[src/rtl/strcmp_pkg.sv]
package strcmp_pkg;

  typedef enum logic [1:0] {
    ORD_EQ = 2'b00,
    ORD_GT = 2'b01,
    ORD_LT = 2'b11
  } cmp_order_e;

  typedef enum logic {
    ST_IDLE = 1'b0,
    ST_RUN  = 1'b1
  } ctl_state_e;

endpackage

[src/rtl/strcmp_lane_array.sv]
module strcmp_lane_array #(
  parameter int LANES = 16
) (
  input  logic [8*LANES-1:0]       a_data,
  input  logic [8*LANES-1:0]       b_data,
  input  logic                     len_mode,
  input  logic [$clog2(LANES):0]   rem_clip,
  output logic [LANES-1:0]         stop_mask,
  output logic [LANES-1:0]         eq_mask,
  output logic [LANES-1:0]         gt_mask,
  output logic [LANES-1:0]         inlen_mask
);

  for (genvar i = 0; i < LANES; i++) begin : g_lane
    logic [7:0] a_byte;
    logic [7:0] b_byte;
    logic       a_zero;

    assign a_byte = a_data[8*i +: 8];
    assign b_byte = b_data[8*i +: 8];

    // pairwise equality and the zero detector (same compare, one side tied to zero)
    assign eq_mask[i]    = (a_byte == b_byte);
    assign a_zero        = (a_byte == 8'h00);
    assign gt_mask[i]    = (a_byte > b_byte);
    assign inlen_mask[i] = !len_mode || (i < int'(rem_clip));
    assign stop_mask[i]  = !inlen_mask[i] || !eq_mask[i] || (a_zero && !len_mode);
  end

endmodule

[src/rtl/strcmp_first_one.sv]
module strcmp_first_one #(
  parameter int W = 16,
  localparam int IW = $clog2(W)
) (
  input  logic [W-1:0]  vec,
  output logic          any,
  output logic [IW-1:0] idx
);

  always_comb begin
    any = |vec;
    idx = '0;
    for (int i = W - 1; i >= 0; i--) begin
      if (vec[i]) idx = IW'(i);
    end
  end

endmodule

[src/rtl/strcmp_stream.sv]
module strcmp_stream
  import strcmp_pkg::*;
#(
  parameter int LANES = 16,
  parameter int BLK_W = 12
) (
  input  logic                             clk,
  input  logic                             rst_n,
  input  logic                             start,
  input  logic                             len_mode,
  input  logic [BLK_W+$clog2(LANES)-1:0]   length,
  input  logic                             a_valid,
  input  logic [8*LANES-1:0]               a_data,
  output logic                             a_ready,
  input  logic                             b_valid,
  input  logic [8*LANES-1:0]               b_data,
  output logic                             b_ready,
  output logic                             done,
  output logic [BLK_W+$clog2(LANES)-1:0]   stop_index,
  output logic [1:0]                       order
);

  localparam int LANE_BITS = $clog2(LANES);
  localparam int LEN_W     = BLK_W + LANE_BITS;

  // reset synchronizer: asynchronous assertion, synchronous release
  logic [1:0] rst_pipe;
  logic       rst_n_int;

  always_ff @(posedge clk or negedge rst_n) begin
    if (!rst_n) rst_pipe <= 2'b00;
    else        rst_pipe <= {rst_pipe[0], 1'b1};
  end
  assign rst_n_int = rst_pipe[1];

  // state
  ctl_state_e        state_q, state_d;
  logic [BLK_W-1:0]  blk_q, blk_d;
  logic [LEN_W-1:0]  rem_q, rem_d;
  logic              lmode_q, lmode_d;
  logic              done_q, done_d;
  logic [LEN_W-1:0]  idx_q, idx_d;
  cmp_order_e        ord_q, ord_d;

  logic              running;
  logic              fire;
  logic              ctl_en;
  logic              res_en;
  logic [LANE_BITS:0] rem_clip;

  logic [LANES-1:0]  stop_mask, eq_mask, gt_mask, inlen_mask;
  logic              hit;
  logic [LANE_BITS-1:0] lane_idx;
  cmp_order_e        lane_order;

  assign running = (state_q == ST_RUN);
  assign a_ready = running && !start && b_valid;
  assign b_ready = running && !start && a_valid;
  assign fire    = running && !start && a_valid && b_valid;

  assign rem_clip = (rem_q >= LEN_W'(LANES)) ? (LANE_BITS+1)'(LANES)
                                             : rem_q[LANE_BITS:0];

  strcmp_lane_array #(.LANES(LANES)) u_lanes (
    .a_data     (a_data),
    .b_data     (b_data),
    .len_mode   (lmode_q),
    .rem_clip   (rem_clip),
    .stop_mask  (stop_mask),
    .eq_mask    (eq_mask),
    .gt_mask    (gt_mask),
    .inlen_mask (inlen_mask)
  );

  strcmp_first_one #(.W(LANES)) u_first (
    .vec (stop_mask),
    .any (hit),
    .idx (lane_idx)
  );

  always_comb begin
    if (!inlen_mask[lane_idx] || eq_mask[lane_idx]) lane_order = ORD_EQ;
    else if (gt_mask[lane_idx])                      lane_order = ORD_GT;
    else                                             lane_order = ORD_LT;
  end

  // next-state logic
  always_comb begin
    state_d = state_q;
    blk_d   = blk_q;
    rem_d   = rem_q;
    lmode_d = lmode_q;
    done_d  = 1'b0;
    idx_d   = idx_q;
    ord_d   = ord_q;
    if (start) begin
      state_d = ST_RUN;
      blk_d   = '0;
      rem_d   = length;
      lmode_d = len_mode;
    end else if (fire) begin
      if (hit) begin
        state_d = ST_IDLE;
        done_d  = 1'b1;
        idx_d   = LEN_W'(blk_q) * LEN_W'(LANES) + LEN_W'(lane_idx);
        ord_d   = lane_order;
      end else begin
        blk_d = blk_q + 1'b1;
        if (lmode_q) rem_d = rem_q - LEN_W'(LANES);
      end
    end
  end

  assign ctl_en = start || fire;
  assign res_en = fire && hit && !start;

  // registers
  always_ff @(posedge clk or negedge rst_n_int) begin
    if (!rst_n_int) begin
      state_q <= ST_IDLE;
      done_q  <= 1'b0;
    end else begin
      state_q <= state_d;
      done_q  <= done_d;
    end
  end

  always_ff @(posedge clk or negedge rst_n_int) begin
    if (!rst_n_int) begin
      blk_q   <= '0;
      rem_q   <= '0;
      lmode_q <= 1'b0;
    end else if (ctl_en) begin
      blk_q   <= blk_d;
      rem_q   <= rem_d;
      lmode_q <= lmode_d;
    end
  end

  always_ff @(posedge clk or negedge rst_n_int) begin
    if (!rst_n_int) begin
      idx_q <= '0;
      ord_q <= ORD_EQ;
    end else if (res_en) begin
      idx_q <= idx_d;
      ord_q <= ord_d;
    end
  end

  assign done       = done_q;
  assign stop_index = idx_q;
  assign order      = ord_q;

endmodule

[config.mk]
export PLATFORM = sky130hd
export DESIGN_NAME = strcmp_stream
export DESIGN_NICKNAME = d
export VERILOG_FILES = /design/src/rtl/strcmp_pkg.sv /design/src/rtl/strcmp_lane_array.sv /design/src/rtl/strcmp_first_one.sv /design/src/rtl/strcmp_stream.sv
export SDC_FILE = /design/constraint.sdc
export NUM_CORES = 1
export LEC_CHECK = 0
export ABC_AREA = 1
export BUFFER_PORTS_ARGS = -buffer_cell sky130_fd_sc_hd__buf_2
export CAP_MARGIN = 20
export CELL_PAD_IN_SITES_DETAIL_PLACEMENT = 1
export CELL_PAD_IN_SITES_GLOBAL_PLACEMENT = 1
export CORE_AREA = 2 2 208 108
export DETAILED_ROUTE_END_ITERATION = 10
export DIE_AREA = 0 0 210 110
export PLACE_DENSITY = 0.9
export SETUP_SLACK_MARGIN = 0.02
export SYNTH_ARGS = -nofsm -noshare
export SYNTH_HDL_FRONTEND = slang
export SYNTH_SLANG_ARGS = --single-unit
[constraint.sdc]
create_clock -name clk -period 1.86 [get_ports clk]
set_clock_uncertainty 0.15 [all_clocks]
set_input_delay 0.372 -clock clk [delete_from_list [all_inputs] [get_ports clk]]
set_output_delay 0.372 -clock clk [all_outputs]
set_load 0.02 [all_outputs]
Yosys cells after proc, flatten, opt, wreduce, memory -nomap -nowiden. Cells that the tools add are included.

Register bits after elaboration: 51. Input bits: 278.

Add/subtract/negate cells: 3. Magnitude comparators: 34. Equality and inequality tests: 17. Multiplexer cells: 38. Bitwise operators: 1. Reduce and logical (&&, ||, !) cells: 132.

Operators with widths (count): 8-bit == test (16); 8-bit > comparator (16); 8-bit zero test (16); 16-bit two-way mux (4); 4-bit two-way mux (16); 1-bit logical OR (50); 4-bit by 5-bit < comparator with 1-bit output (first input constant) (8); 12-bit two-way mux (3); 1-bit zero test (35); 1-bit logical AND (22); 3-bit by 5-bit < comparator with 1-bit output (first input constant) (4); 16-bit by 4-bit adder with 16-bit output (1); 16-bit by 5-bit greater-or-equal comparator with 1-bit output (second input constant) (1); 16-bit OR reduction (1); 16-bit by 5-bit subtractor with 16-bit output (second input constant) (1); 12-bit by 1-bit adder with 12-bit output (second input constant) (1); 1-bit binary-select mux with 4-bit select (3); 1-bit by 5-bit < comparator with 1-bit output (first input constant) (2); 2-bit by 5-bit < comparator with 1-bit output (first input constant) (2); 1-bit two-way mux (9); 4-bit AND reduction (2); 2-bit nonzero test (3); 4-bit by 5-bit < comparator with 1-bit output (second input constant) (1); 5-bit two-way mux (1); 5 further kinds (7).

Logic depth before layout (Yosys ltp). Gate-level depths: netlist of run 1.

Depth in word-level cells: 28. Gate-level depth with buffers: 33. Gate-level depth less buffers: 33.

Hierarchy. A second synthesis of run 1 with hierarchy kept.

Cell total of the unflattened synthesis: 1176. Area total of the unflattened synthesis: 7287.0 sq um.

Modules (own cells, without submodules): strcmp_lane_array (instances 1, cells an instance 718, area each 4098.9 sq um, sequential area each 0.0 sq um); strcmp_stream (instances 1, cells an instance 409, area each 2979.1 sq um, sequential area each 1276.2 sq um); strcmp_first_one (instances 1, cells an instance 49, area each 209.0 sq um, sequential area each 0.0 sq um).

Least setup slack after synthesis of run 1. OpenSTA, ideal clock, no wires.

Path type: reg-to-reg. Start: register rem_q[4]. End: register blk_q[10]. Setup time: 124 ps. Arrival time: 2897 ps. Required time: 1586 ps. Setup slack: -1311 ps. Cell stages (with the launch flop): 22. Path buffers: 0. Cell sequence: dfrtp_1 -> inv_1 -> ha_1 -> nand2_4 -> nor2_8 -> nand3_4 -> nor2_4 -> nand2_1 -> nand2_2 -> inv_2 -> nor4_2 -> nand2_1 -> nor2_1 -> nand4_1 -> nand2_2 -> inv_2 -> nor3_4 -> nand4_1 -> nor2_1 -> nand2_1 -> o21ai_1 -> a21oi_1.

Cells in the longest elaborated chain, start to end: 10. Elaborated cells between the ends (all ways): 85.

RTL lines: start: declaration (line strcmp_stream.sv:39) `logic [LEN_W-1:0] rem_q, rem_d;`; start signal: assignment (line strcmp_stream.sv:135) `rem_q <= rem_d;`; 16-bit by 5-bit greater-or-equal comparator with 1-bit output (line strcmp_stream.sv:61) `assign rem_clip = (rem_q >= LEN_W'(LANES)) ? (LANE_BITS+1)'(LANES)`; 5-bit two-way mux (*) (line strcmp_stream.sv:61); 1-bit by 5-bit < comparator with 1-bit output, or another cell as far along (line strcmp_lane_array.sv:26) `assign inlen_mask[i] = !len_mode || (i < int'(rem_clip));`; 1-bit logical OR (line strcmp_lane_array.sv:26); 1-bit zero test (line strcmp_lane_array.sv:27) `assign stop_mask[i] = !inlen_mask[i] || !eq_mask[i] || (a_zero && !len_mode);`; 1-bit logical OR (2 in a row) (line strcmp_lane_array.sv:27); 16-bit OR reduction (*) (line strcmp_first_one.sv:11) `any = |vec;`; 2-bit inequality test (no source line) (*); 3-bit AND reduction (no source line) (*); end signal: assignment (line strcmp_stream.sv:134) `blk_q <= blk_d;`; end: declaration (line strcmp_stream.sv:38) `logic [BLK_W-1:0] blk_q, blk_d;`.

Every way passes the cells marked *; elsewhere a longest branch is shown, timed or not. A chain may end at the register's enable or synchronous reset.

Final worst setup path of run 1.
Start: register rem_q[5]. End: register ord_q[1] (netlist: order[1]).

Cells in the longest elaborated chain, start to end: 28. Elaborated cells between the ends (all ways): 112.

RTL lines: 16-bit by 5-bit greater-or-equal comparator with 1-bit output (*) (line strcmp_stream.sv:61); 5-bit two-way mux (*) (line strcmp_stream.sv:61); 4-bit by 5-bit < comparator with 1-bit output (line strcmp_lane_array.sv:26); 1-bit logical OR (line strcmp_lane_array.sv:26); 1-bit zero test (line strcmp_lane_array.sv:27); 1-bit logical OR (2 in a row) (line strcmp_lane_array.sv:27); 4-bit two-way mux (16 in a row) (line strcmp_first_one.sv:14) `if (vec[i]) idx = IW'(i);`; 1-bit binary-select mux with 4-bit select (line strcmp_stream.sv:82) `if (!inlen_mask[lane_idx] || eq_mask[lane_idx]) lane_order = ORD_EQ;`; 1-bit two-way mux (not written as such) (line strcmp_stream.sv:82); 1-bit zero test (line strcmp_stream.sv:82); 1-bit logical OR (line strcmp_stream.sv:82); 2-bit two-way mux (line strcmp_stream.sv:82); end signal: assignment (line strcmp_stream.sv:146) `ord_q <= ord_d;`; end: declaration (line strcmp_stream.sv:43) `cmp_order_e ord_q, ord_d;`.

Every way passes the cells marked *; elsewhere a longest branch is shown, timed or not. The select of a mux whose other input is x is not followed.

==> flow_metrics.env, run 1 <==
export IMPL_status="complete, but fails checks"
export IMPL_violations="negative setup slack"
export IMPL_seq_area_frac_synth_pct=18.0
export IMPL_yosysTopAreaCellShare_pct=23.1
export IMPL_syn_area_per_cell_um2=6.61
export IMPL_post_place_ws_ns=-1.81
export IMPL_rows=38
export IMPL_finalSetupTns_ns=-87.98
export IMPL_path_clk_slew_ns=0.08
export IMPL_syn_area_um2=7100
export IMPL_start_kind="flip-flop"
export IMPL_async_flop_share_pct=100
export IMPL_start_util_pct=33.4
export IMPL_root_buffer="clkbuf_16"
export IMPL_yosys_area_top_type="ha_1"
export IMPL_rsz0062_at_grt="yes"
export IMPL_worst_pin_slew_ns=0.721
export IMPL_synth_cells=1073
export IMPL_final_nets=2069
export IMPL_p_seq_share_pct=26.4
export IMPL_grt_antenna_before_repair=1
export IMPL_slew_headroom_pct=51.6
export IMPL_ioPinCount=299
export IMPL_drt_total_wl_um=47200
export IMPL_path_common_cell="nand2_2"
export IMPL_synthesis_nets=1482
export IMPL_drt_pass1_iter_count=6
export IMPL_cts_tree="built"
export IMPL_die_x_um=210
export IMPL_worst_ir_drop_vdd_mv=0.458
export IMPL_area_growth_pct=76.1
export IMPL_fin_crit_ns=4.45
export IMPL_post_layout_nonfiller_instances=1941
export IMPL_max_freq_mhz=225
export IMPL_portBuffers=298
export IMPL_clkLatencyLatePin_ns=0.32
export IMPL_place_inst=1869
export IMPL_vias=11000
export IMPL_cpPeakStageDelay_ns=0.48
export IMPL_via_per_inst=5.64
export IMPL_grtUsageTotal_pct=34.2
export IMPL_yosysWarningCount=0
export IMPL_worstSetupPathType="flip-flop to flip-flop"
export IMPL_slowest_stage="dfrtp_1"
export IMPL_regArea_um2=1280
export IMPL_hold_violations=0
export IMPL_num_antenna_cells=0
export IMPL_cts_sinks=51
export IMPL_setup_viol=44
export IMPL_dpl_hpwl_um=29200
export IMPL_grt_pass1_vias=11400
export IMPL_synth_seq_cells=51
export IMPL_gp_congestion=0.979
export IMPL_finalMaxSlewViolations=0
export IMPL_htree_levels=2
export IMPL_placedInstanceArea_um2=10700
export IMPL_postLayoutCellArea_um2=12500
export IMPL_die_area_um2=23100
export IMPL_min_period_over_period_pct=239
export IMPL_nFillCells=2752
export IMPL_worstSetupEndpointType="flip-flop"
export IMPL_grt_ovfl_total=0
export IMPL_cap_violations=0
export IMPL_crit_fanout=8
export IMPL_clockBufferDepth=2
export IMPL_ys_types=44
export IMPL_drt_iter0_markers=1103
export IMPL_min_path_type="flip-flop to asynchronous set/reset pin"
export IMPL_drive_above_1_share_pct=48.0
export IMPL_grt_max_degree=29
export IMPL_path_delay_family="simple AND/OR/NAND/NOR gates"
export IMPL_synth_edf_count=0
export IMPL_p_clk_share_pct=24.0
export IMPL_p_int_w=0.00293
export IMPL_critical_path_buf_inv_count=4
export IMPL_switching_share_pct=40.1
export IMPL_combinationalPowerShare_pct=49.6
export IMPL_setup_ws_ns=-2.59
export IMPL_p_per_area_nw_per_um2=391
export IMPL_drc=0
export IMPL_multi_input_area_um2=5790
export IMPL_ant_nets=0
export IMPL_worst_ep_required_time_ns=1.93
export IMPL_yosys_top_cells_area="ha_1 23%, dfrtp_1 18%, inv_1 12%"
export IMPL_core_area_um2=21300
export IMPL_leakage_nw=6.98
export IMPL_grt_pass1_wl_um=60800
export IMPL_numCtsBuffers=5
export IMPL_worstPathArrival_ns=4.51
export IMPL_ys_flop_type="dfrtp_1"
export IMPL_wire_per_inst_um=24.3
export IMPL_chipHeight_um=110
export IMPL_switching_power_w=0.00196
## path summary, 6_finish.rpt
check                                 start            end  slack, ns  cells past startpoint
worst max-delay path               rem_q[5]       order[1]      -2.59                     31
worst min-delay path            rst_pipe[1]       blk_q[4]       0.14                      1
worst max register to register     rem_q[5]       order[1]      -2.59                     31
worst min register to register  rst_pipe[1]       blk_q[4]       0.14                      1
max in group asynchronous       rst_pipe[1]  stop_index[1]       1.10                      1
min in group clk                  length[1]       rem_q[1]       0.14                      3
## registers in the layout, indices dropped and copies added (netlist names)
| signal | count |
|---|---|
| rem_q | 16 |
| stop_index | 16 |
| blk_q | 12 |
| order | 2 |
| rst_pipe | 2 |
| done | 1 |
| lmode_q | 1 |
| running | 1 |
## power by group through the flow
stage | clock, W | sequential [W] | combinational (W)
2_1_floorplan | 0 | 0.00132 | 0.000824
3_3_place_gp | 0 | 0.00127 | 0.00183
3_5_place_dp | 0 | 0.00128 | 0.00198
4_1_cts | 0.00113 | 0.00126 | 0.00209
5_1_grt | 0.00123 | 0.00129 | 0.00260
6_report | 0.00117 | 0.00129 | 0.00242
## synth_stat cells (4+ instances only)
cell and number:
a31oi_1 17, inv_2 10, buf_2 4, nor2_1 83, nand2_2 4, nor3_1 17
and3_1 4, a211oi_1 7, dfrtp_1 51, nand2_1 200, nand2_4 4, inv_1 232
o221ai_1 10, clkbuf_1 7, a21oi_1 55, o21ai_0 51, nor2_2 6, ha_1 131
nand4_1 19, nand3_1 72, o211ai_1 7, nor4_1 35, o21ai_1 9
## metal layers
metal	vias up	track usage, %	part of all wire (%)	wire (µm)
li1	4749	-	-	-
met1	5187	39.8	40	18700
met2	748	60.5	45	21300
met3	265	8.61	9.7	4570
met4	2	15.2	5.5	2620
met5	-	0	0.028	13
## area by class of cell
| class | instances | area share [%] |
|---|---|---|
| clock buffer | 5 | 1.00 |
| clock inverter | 3 | 0.370 |
| inverter | 243 | 7.48 |
| multi-input combinational | 767 | 46.3 |
| sequential | 51 | 10.2 |
| tap | 280 | 2.80 |
| timing repair buffer | 592 | 31.8 |
## logic make-up after synthesis
family,Yosys count,synth area share (%)
and+or+nand+nor,461,30.7
other,1,0.0528
adders and majority gates,131,23.1
xor gates and xnor gates,3,0.370
AOI/OAI and AO/OA,171,14.1
buffers and inverters,255,13.7
DFF,51,18.0
## timing repair
item                                    in CTS  in global routing
hold endpoints to repair                     2                  0
pin swaps                                   37                 69
gates resized for setup                     94                210
buffers inserted                            35                 36
cloned                                       5                  1
hold buffers                                 1                  0
endpoints found under the setup margin      44                 44
## placed cells by master, fill, tap and decap left out, types with 7 or more instances in the layout
master and instances:
a21oi_1 46, a31oi_1 15, buf_2 298, buf_4 251, buf_6 29, dfrtp_1 49, ha_1 129, inv_1 225
inv_2 10, nand2_1 137, nand2_2 44, nand2_4 24, nand3_1 56, nand3_2 12, nand3_4 7, nand4_1 19
nor2_1 60, nor2_2 9, nor2_4 23, nor3_1 12, nor4_1 34, o211ai_1 7, o21ai_0 26, o21ai_1 12
o21ai_2 20, o221ai_1 7
## through the flow
stage	utilization (%)	total power, W	hold slack (ns)
6_report	58.8	0.00488	0.135
3_5_place_dp	50.3	0.00326	0.0107
2_1_floorplan	-	0.00214	-0.0736
5_1_grt	58.8	0.00512	0.141
4_1_cts	54.3	0.00449	0.101
3_3_place_gp	50.3	0.00310	0.00913
(Power assumes the default switching activity.)
==> run 2: changes to the inputs <==
--- a/config.mk
+++ b/config.mk
@@ -5,16 +5,17 @@
 export SDC_FILE = /design/constraint.sdc
 export NUM_CORES = 1
 export LEC_CHECK = 0
-export ABC_AREA = 1
+export ABC_AREA = 0
 export BUFFER_PORTS_ARGS = -buffer_cell sky130_fd_sc_hd__buf_2
 export CAP_MARGIN = 20
 export CELL_PAD_IN_SITES_DETAIL_PLACEMENT = 1
 export CELL_PAD_IN_SITES_GLOBAL_PLACEMENT = 1
-export CORE_AREA = 2 2 208 108
+export CORE_AREA = 2 2 200 104
 export DETAILED_ROUTE_END_ITERATION = 10
-export DIE_AREA = 0 0 210 110
-export PLACE_DENSITY = 0.9
+export DIE_AREA = 0 0 202 106
+export PLACE_DENSITY = 0.89
 export SETUP_SLACK_MARGIN = 0.02
 export SYNTH_ARGS = -nofsm -noshare
 export SYNTH_HDL_FRONTEND = slang
+export SYNTH_HIERARCHICAL = 1
 export SYNTH_SLANG_ARGS = --single-unit
==> run 2 against run 1 <==
- the run still ends with negative setup slack left
- synthesized cell count shrank 22%
- sequential power down 6%
- hold slack got worse by 0.070 ns
- largest cell class unchanged
==> flow_metrics.env, run 2 <==
export IMPL_die_x_um=202
export IMPL_min_path_type="flip-flop to asynchronous set/reset pin"
export IMPL_clkLatencyLatePin_ns=0.31
export IMPL_htree_levels=2
export IMPL_final_cell_mix="298 x buf_2, 169 x buf_4, 154 x inv_1"
export IMPL_rows=37
export IMPL_grt_pass1_wl_um=48700
export IMPL_worstPathArrival_ns=4.87
export IMPL_ant_nets=0
export IMPL_drc=0
export IMPL_synth_common_cells="156 x inv_1, 131 x ha_1, 60 x nor2_1"
export IMPL_cap_violations=0
export IMPL_yosysTopAreaCellShare_pct=25.0
export IMPL_via_per_inst=5.25
export IMPL_crit_fanout=5
export IMPL_drt_iter0_markers=529
export IMPL_vias=8385
export IMPL_synth_edf_count=0
export IMPL_gp_congestion=0.936
export IMPL_worst_ir_drop_vdd_mv=0.341
export IMPL_finalMaxSlewViolations=0
export IMPL_numCtsBuffers=5
export IMPL_grt_pass1_vias=8899
export IMPL_postLayoutCellArea_um2=10700
export IMPL_dpl_hpwl_um=26200
export IMPL_seq_area_frac_synth_pct=19.5
export IMPL_max_freq_mhz=209
export IMPL_yosys_area_top_type="ha_1"
export IMPL_leakage_nw=5.73
export IMPL_setup_viol=44
export IMPL_placedInstanceArea_um2=9580
export IMPL_synth_most_common_cell="inv_1"
export IMPL_final_nets=1730
export IMPL_synth_cells=836
export IMPL_synth_seq_cells=51
export IMPL_die_area_um2=21400
export IMPL_ys_types=49
export IMPL_root_buffer="clkbuf_16"
export IMPL_chipHeight_um=106
export IMPL_violations="negative setup slack"
export IMPL_final_common_cell="buf_2"
export IMPL_grtUsageTotal_pct=29.3
export IMPL_min_period_over_period_pct=258
export IMPL_worst_ep_required_time_ns=1.94
export IMPL_syn_area_um2=6550
export IMPL_rsz0062_at_grt="yes"
export IMPL_status="complete, but fails checks"
export IMPL_fin_crit_ns=4.79
export IMPL_p_per_area_nw_per_um2=370
export IMPL_start_kind="flip-flop"
export IMPL_area_growth_pct=63.3
export IMPL_clockBufferDepth=2
export IMPL_reg2reg_depth=17
export IMPL_start_util_pct=33.0
export IMPL_syn_area_per_cell_um2=7.83
export IMPL_p_total_w=0.00396
export IMPL_drt_total_wl_um=34100
export IMPL_path_clk_slew_ns=0.07
export IMPL_cts_tree="built"
export IMPL_worst_pin_slew_ns=0.639
export IMPL_setup_ws_ns=-2.93
export IMPL_ys_flop_type="dfrtp_1"
export IMPL_worst_hold_slack_ns=0.0655
export IMPL_grt_antenna_before_repair=2
export IMPL_async_flop_share_pct=100
export IMPL_grt_ovfl_total=0
export IMPL_portBuffers=298
export IMPL_ioPinCount=299
export IMPL_yosysWarningCount=6
export IMPL_core_area_um2=19900
export IMPL_yosys_top_cells_area="ha_1 25%, dfrtp_1 19%, inv_1 8.9%"
export IMPL_worstSetupPathType="flip-flop to flip-flop"
export IMPL_cts_sinks=51
export IMPL_hold_violations=0
export IMPL_synthesis_nets=1245
export IMPL_wire_per_inst_um=21.4
export IMPL_slew_headroom_pct=57.2
export IMPL_worstSetupEndpointType="flip-flop"
export IMPL_grt_max_degree=30
export IMPL_drive_above_1_share_pct=46.5
export IMPL_drt_pass1_iter_count=5
==> run 2: cell count changes in the layout (fill, tap and decap cells not counted), moves of 16 or more <==
cell and delta:
nand3_1 -34, nand2_2 -42, nand2_1 -110, nand4_1 +19
inv_1 -71, nor2_4 -18, buf_4 -82, nor4_1 -17
nand2_4 -16, nor2b_1 +32
==> run 2: routing by layer <==
layer	track usage [%]	up-vias	share of wire, %	routed length (µm)
met5	0	-	0.038	13
met4	6.72	2	3.3	1120
met3	6.50	110	7.3	2480
met2	50.0	377	46	15800
met1	37.8	4010	43	14800
li1	-	3886	-	-
==> run 2: logic make-up (layout without fill, tap and decap cells) <==
family          Yosys count  after routing  synth area share (%)
xor+xnor                 20             20                  2.68
mux                      27             27                  6.00
flops                    51             51                  19.5
other cells               1              3                0.0573
fa+ha+maj               131            131                  25.0
simple gates            291            291                  23.9
buf+inv                 171            657                  9.92
compound gates          144            144                  12.9
==> run 2: timing repair <==
item                                    in CTS  in global routing
hold endpoints to repair                     2                  0
pin swaps                                   32                 29
gates resized for setup                     90                 43
buffers inserted                            34                 13
hold buffers                                 1                  0
endpoints found under the setup margin      45                 44
cloned                                       0                  1
==> run 2: worst paths after layout <==
kind | from | end | slack, ns
worst max-delay path | rem_q[10] | rem_q[7] | -2.93
worst min-delay path | rst_pipe[1] | stop_index[9] | 0.07
worst max register to register | rem_q[10] | rem_q[7] | -2.93
worst min register to register | rst_pipe[1] | stop_index[9] | 0.07
max in group asynchronous | rst_pipe[1] | rem_q[5] | 0.88
min in group clk | length[14] | rem_q[14] | 0.14
==> run 2: area by class of cell <==
type,instances,area (µm²)
Timing Repair Buffer,493,3110
Multi-Input combinational cell,614,5200
Tap cell,273,342
Fill cell,2475,9170
Inverter,156,586
Clock inverter,3,43.8
Clock buffer,5,125
Antenna cell,2,5.00
Sequential cell,51,1280
==> run 2: per-stage QoR <==
stage | setup WS, ns | instances | utilization [%] | setup TNS [ns]
2_1_floorplan | -2.26 | 836 | - | -85.42
3_3_place_gp | -2.57 | 1543 | 48.3 | -100.47
3_5_place_dp | -2.89 | 1543 | 48.3 | -109.65
4_1_cts | -2.58 | 1585 | 52.2 | -101.06
5_1_grt | -2.97 | 1595 | 53.8 | -116.81
6_report | -2.93 | 1597 | 53.8 | -113.85
==> run 2: power by group <==
group	internal [W]	switching [W]	total (W)
sequential	0.00116	0.0000564	0.00121
combinational	0.000808	0.000825	0.00163
clock	0.000637	0.000472	0.00111
total	0.00260	0.00135	0.00396
==> run 2: worst max-delay path, cell delays in order, from the launching register on <==
cell	delay, ns
dfrtp_1	0.41
or3_4	0.43
or4_4	0.45
a21oi_2	0.13
and4b_2	0.29
and2_4	0.19
buf_6	0.12
a21oi_1	0.13
o21ai_2	0.18
nand3_1	0.17
nor2_2	0.18
nand2_1	0.12
or3_4	0.40
and4b_4	0.43
nand2_4	0.09
or4_4	0.47
xor2_2	0.21
o21ai_1	0.17
==> run 3: changes to the inputs <==
--- a/config.mk
+++ b/config.mk
@@ -13,6 +13,7 @@
 export CORE_AREA = 2 2 200 104
 export DETAILED_ROUTE_END_ITERATION = 10
 export DIE_AREA = 0 0 202 106
+export HOLD_SLACK_MARGIN = 0.1
 export PLACE_DENSITY = 0.89
 export SETUP_SLACK_MARGIN = 0.02
 export SYNTH_ARGS = -nofsm -noshare
==> run 3 against run 2 <==
- the run still ends with negative setup slack left
- power is 0.11% lower
- die area stayed put
- critical path type unchanged
- sequential power hardly changed
- critical endpoint unchanged
- non-clock buffer count stayed put
- worst setup slack worse by 0.015 ns
- via count stayed put
- maximum frequency is 0.31% lower
==> flow_metrics.env, run 3 (synthesized netlist as in run 2, its figures left out) <==
export IMPL_clockBufferDepth=2
export IMPL_worstSetupEndpointType="flip-flop"
export IMPL_multi_input_area_um2=5200
export IMPL_grtUsageTotal_pct=29.3
export IMPL_path_clk_slew_ns=0.08
export IMPL_worst_ir_drop_vdd_mv=0.337
export IMPL_core_area_um2=19900
export IMPL_slowest_stage="or4_4"
export IMPL_grt_ovfl_total=0
export IMPL_rsz0062_at_grt="yes"
export IMPL_numCtsBuffers=5
export IMPL_path_cells="or3_4 > or4_4 > a21oi_2 > and4b_2 > and2_2 > a21oi_1 > o21ai_2 > nand3_1 > nor2_2 > nand2_1 > or3_4 > and4b_4 > nand2_4 > or4_4 > xor2_2 > o21ai_1"
export IMPL_grt_pass1_wl_um=48800
export IMPL_violations="negative setup slack"
export IMPL_chipHeight_um=106
export IMPL_ioPinCount=299
export IMPL_drc=0
export IMPL_root_buffer="clkbuf_16"
export IMPL_finalMaxSlewViolations=0
export IMPL_r2r_slack_ns=-2.95
export IMPL_worstSetupPathType="flip-flop to flip-flop"
export IMPL_min_period_over_period_pct=258
export IMPL_final_cell_mix="298 x buf_2, 169 x buf_4, 154 x inv_1"
export IMPL_r2r_end="rem_q[7]"
export IMPL_final_common_cell="buf_2"
export IMPL_min_path_type="flip-flop to asynchronous set/reset pin"
export IMPL_fin_crit_ns=4.81
export IMPL_p_per_area_nw_per_um2=370
export IMPL_reg2reg_depth=16
export IMPL_wire_per_inst_um=21.2
export IMPL_finalSetupTns_ns=-113.81
export IMPL_num_antenna_cells=0
export IMPL_place_inst=1543
export IMPL_final_nets=1730
export IMPL_grt_pass1_vias=8911
export IMPL_timing_rr_start="rem_q[10]"
export IMPL_leakage_nw=5.71
export IMPL_drt_pass1_iter_count=5
export IMPL_start_kind="flip-flop"
export IMPL_hold_violations=0
export IMPL_start_util_pct=33.0
export IMPL_portBuffers=298
export IMPL_gp_congestion=0.936
export IMPL_grt_antenna_before_repair=3
export IMPL_htree_levels=2
export IMPL_area_growth_pct=63.1
export IMPL_grt_max_degree=30
export IMPL_drt_iter0_markers=526
export IMPL_post_layout_nonfiller_instances=1595
export IMPL_crit_path_start="rem_q[10]"
export IMPL_dpl_hpwl_um=26200
export IMPL_die_x_um=202
export IMPL_vias=8385
export IMPL_slew_headroom_pct=61.8
export IMPL_rows=37
export IMPL_cts_tree="built"
export IMPL_regArea_um2=1280
export IMPL_worst_pin_slew_ns=0.571
export IMPL_drt_total_wl_um=33800
export IMPL_cap_violations=0
export IMPL_die_area_um2=21400
export IMPL_worst_ep_required_time_ns=1.95
export IMPL_status="complete, but fails checks"
export IMPL_setup_viol=44
export IMPL_crit_fanout=7
export IMPL_max_freq_mhz=208
export IMPL_worstPathArrival_ns=4.90
export IMPL_cts_sinks=51
export IMPL_drive_above_1_share_pct=46.5
export IMPL_cpPeakStageDelay_ns=0.47
export IMPL_clkLatencyLatePin_ns=0.32
export IMPL_via_per_inst=5.26
export IMPL_nFillCells=2473
export IMPL_setup_ws_ns=-2.95
export IMPL_ant_nets=0
run 3: report_power, final:
group | switching [W] | leakage [nW] | internal, W
sequential | 0.0000545 | 0.666 | 0.00116
combinational | 0.000821 | 4.96 | 0.000807
clock | 0.000475 | 0.0838 | 0.000637
total | 0.00135 | 5.71 | 0.00260
run 3: how the worst max path moves through the flow:
stage / to / cells past startpoint
2_1_floorplan: rem_q[7] / 18
3_3_place_gp: blk_q[9] / 17
3_5_place_dp: blk_q[10] / 17
4_1_cts: blk_q[10] / 18
5_1_grt: rem_q[7] / 18
6_report: rem_q[7] / 16
run 3: layout make-up:
cell class              instances  share of cell area, %
repair buffers                493                   29.1
flip-flops and latches         51                   12.0
inverters                     156                   5.48
clock buffers                   5                   1.17
clock inverters                 3                  0.410
well taps                     273                   3.20
multi-input cells             614                   48.7
run 3: per-layer routing:
| metal | track usage, % | up-vias | part of all wire (%) |
|---|---|---|---|
| li1 | - | 3893 | - |
| met1 | 37.8 | 4010 | 43 |
| met2 | 50.2 | 384 | 46 |
| met3 | 6.62 | 96 | 8.2 |
| met4 | 6.67 | 2 | 3.1 |
| met5 | 0 | - | 0.038 |
run 3: stage by stage:
stage	hold WS, ns	utilization (%)	setup slack (ns)	power [W]	instance area (µm²)
finish	0.0678	53.8	-2.95	0.00395	10700
global route	0.105	53.8	-2.99	0.00419	10700
CTS	0.143	52.3	-2.58	0.00387	10400
detailed placement	0.00919	48.3	-2.89	0.00275	9580
global placement	0.00864	48.3	-2.57	0.00266	9580
floorplan	-0.0736	-	-2.26	0.00187	6690
run 3: timing repair:
item | 4_1_cts | 5_1_grt
setup buffers | 34 | 12
endpoints found under the hold margin | 19 | 0
cloned | 0 | 1
pin swaps | 32 | 27
hold buffers | 2 | 0
endpoints found under the setup margin | 45 | 61
gates resized for setup | 90 | 42
run 3: critical path, delay by kind of cell (launching register included):
family	cells	cell delay (ns)
AO/OA/AOI/OAI	4	0.64
XOR/XNOR	1	0.21
flip-flops	1	0.41
AND/OR/NAND/NOR	11	3.32
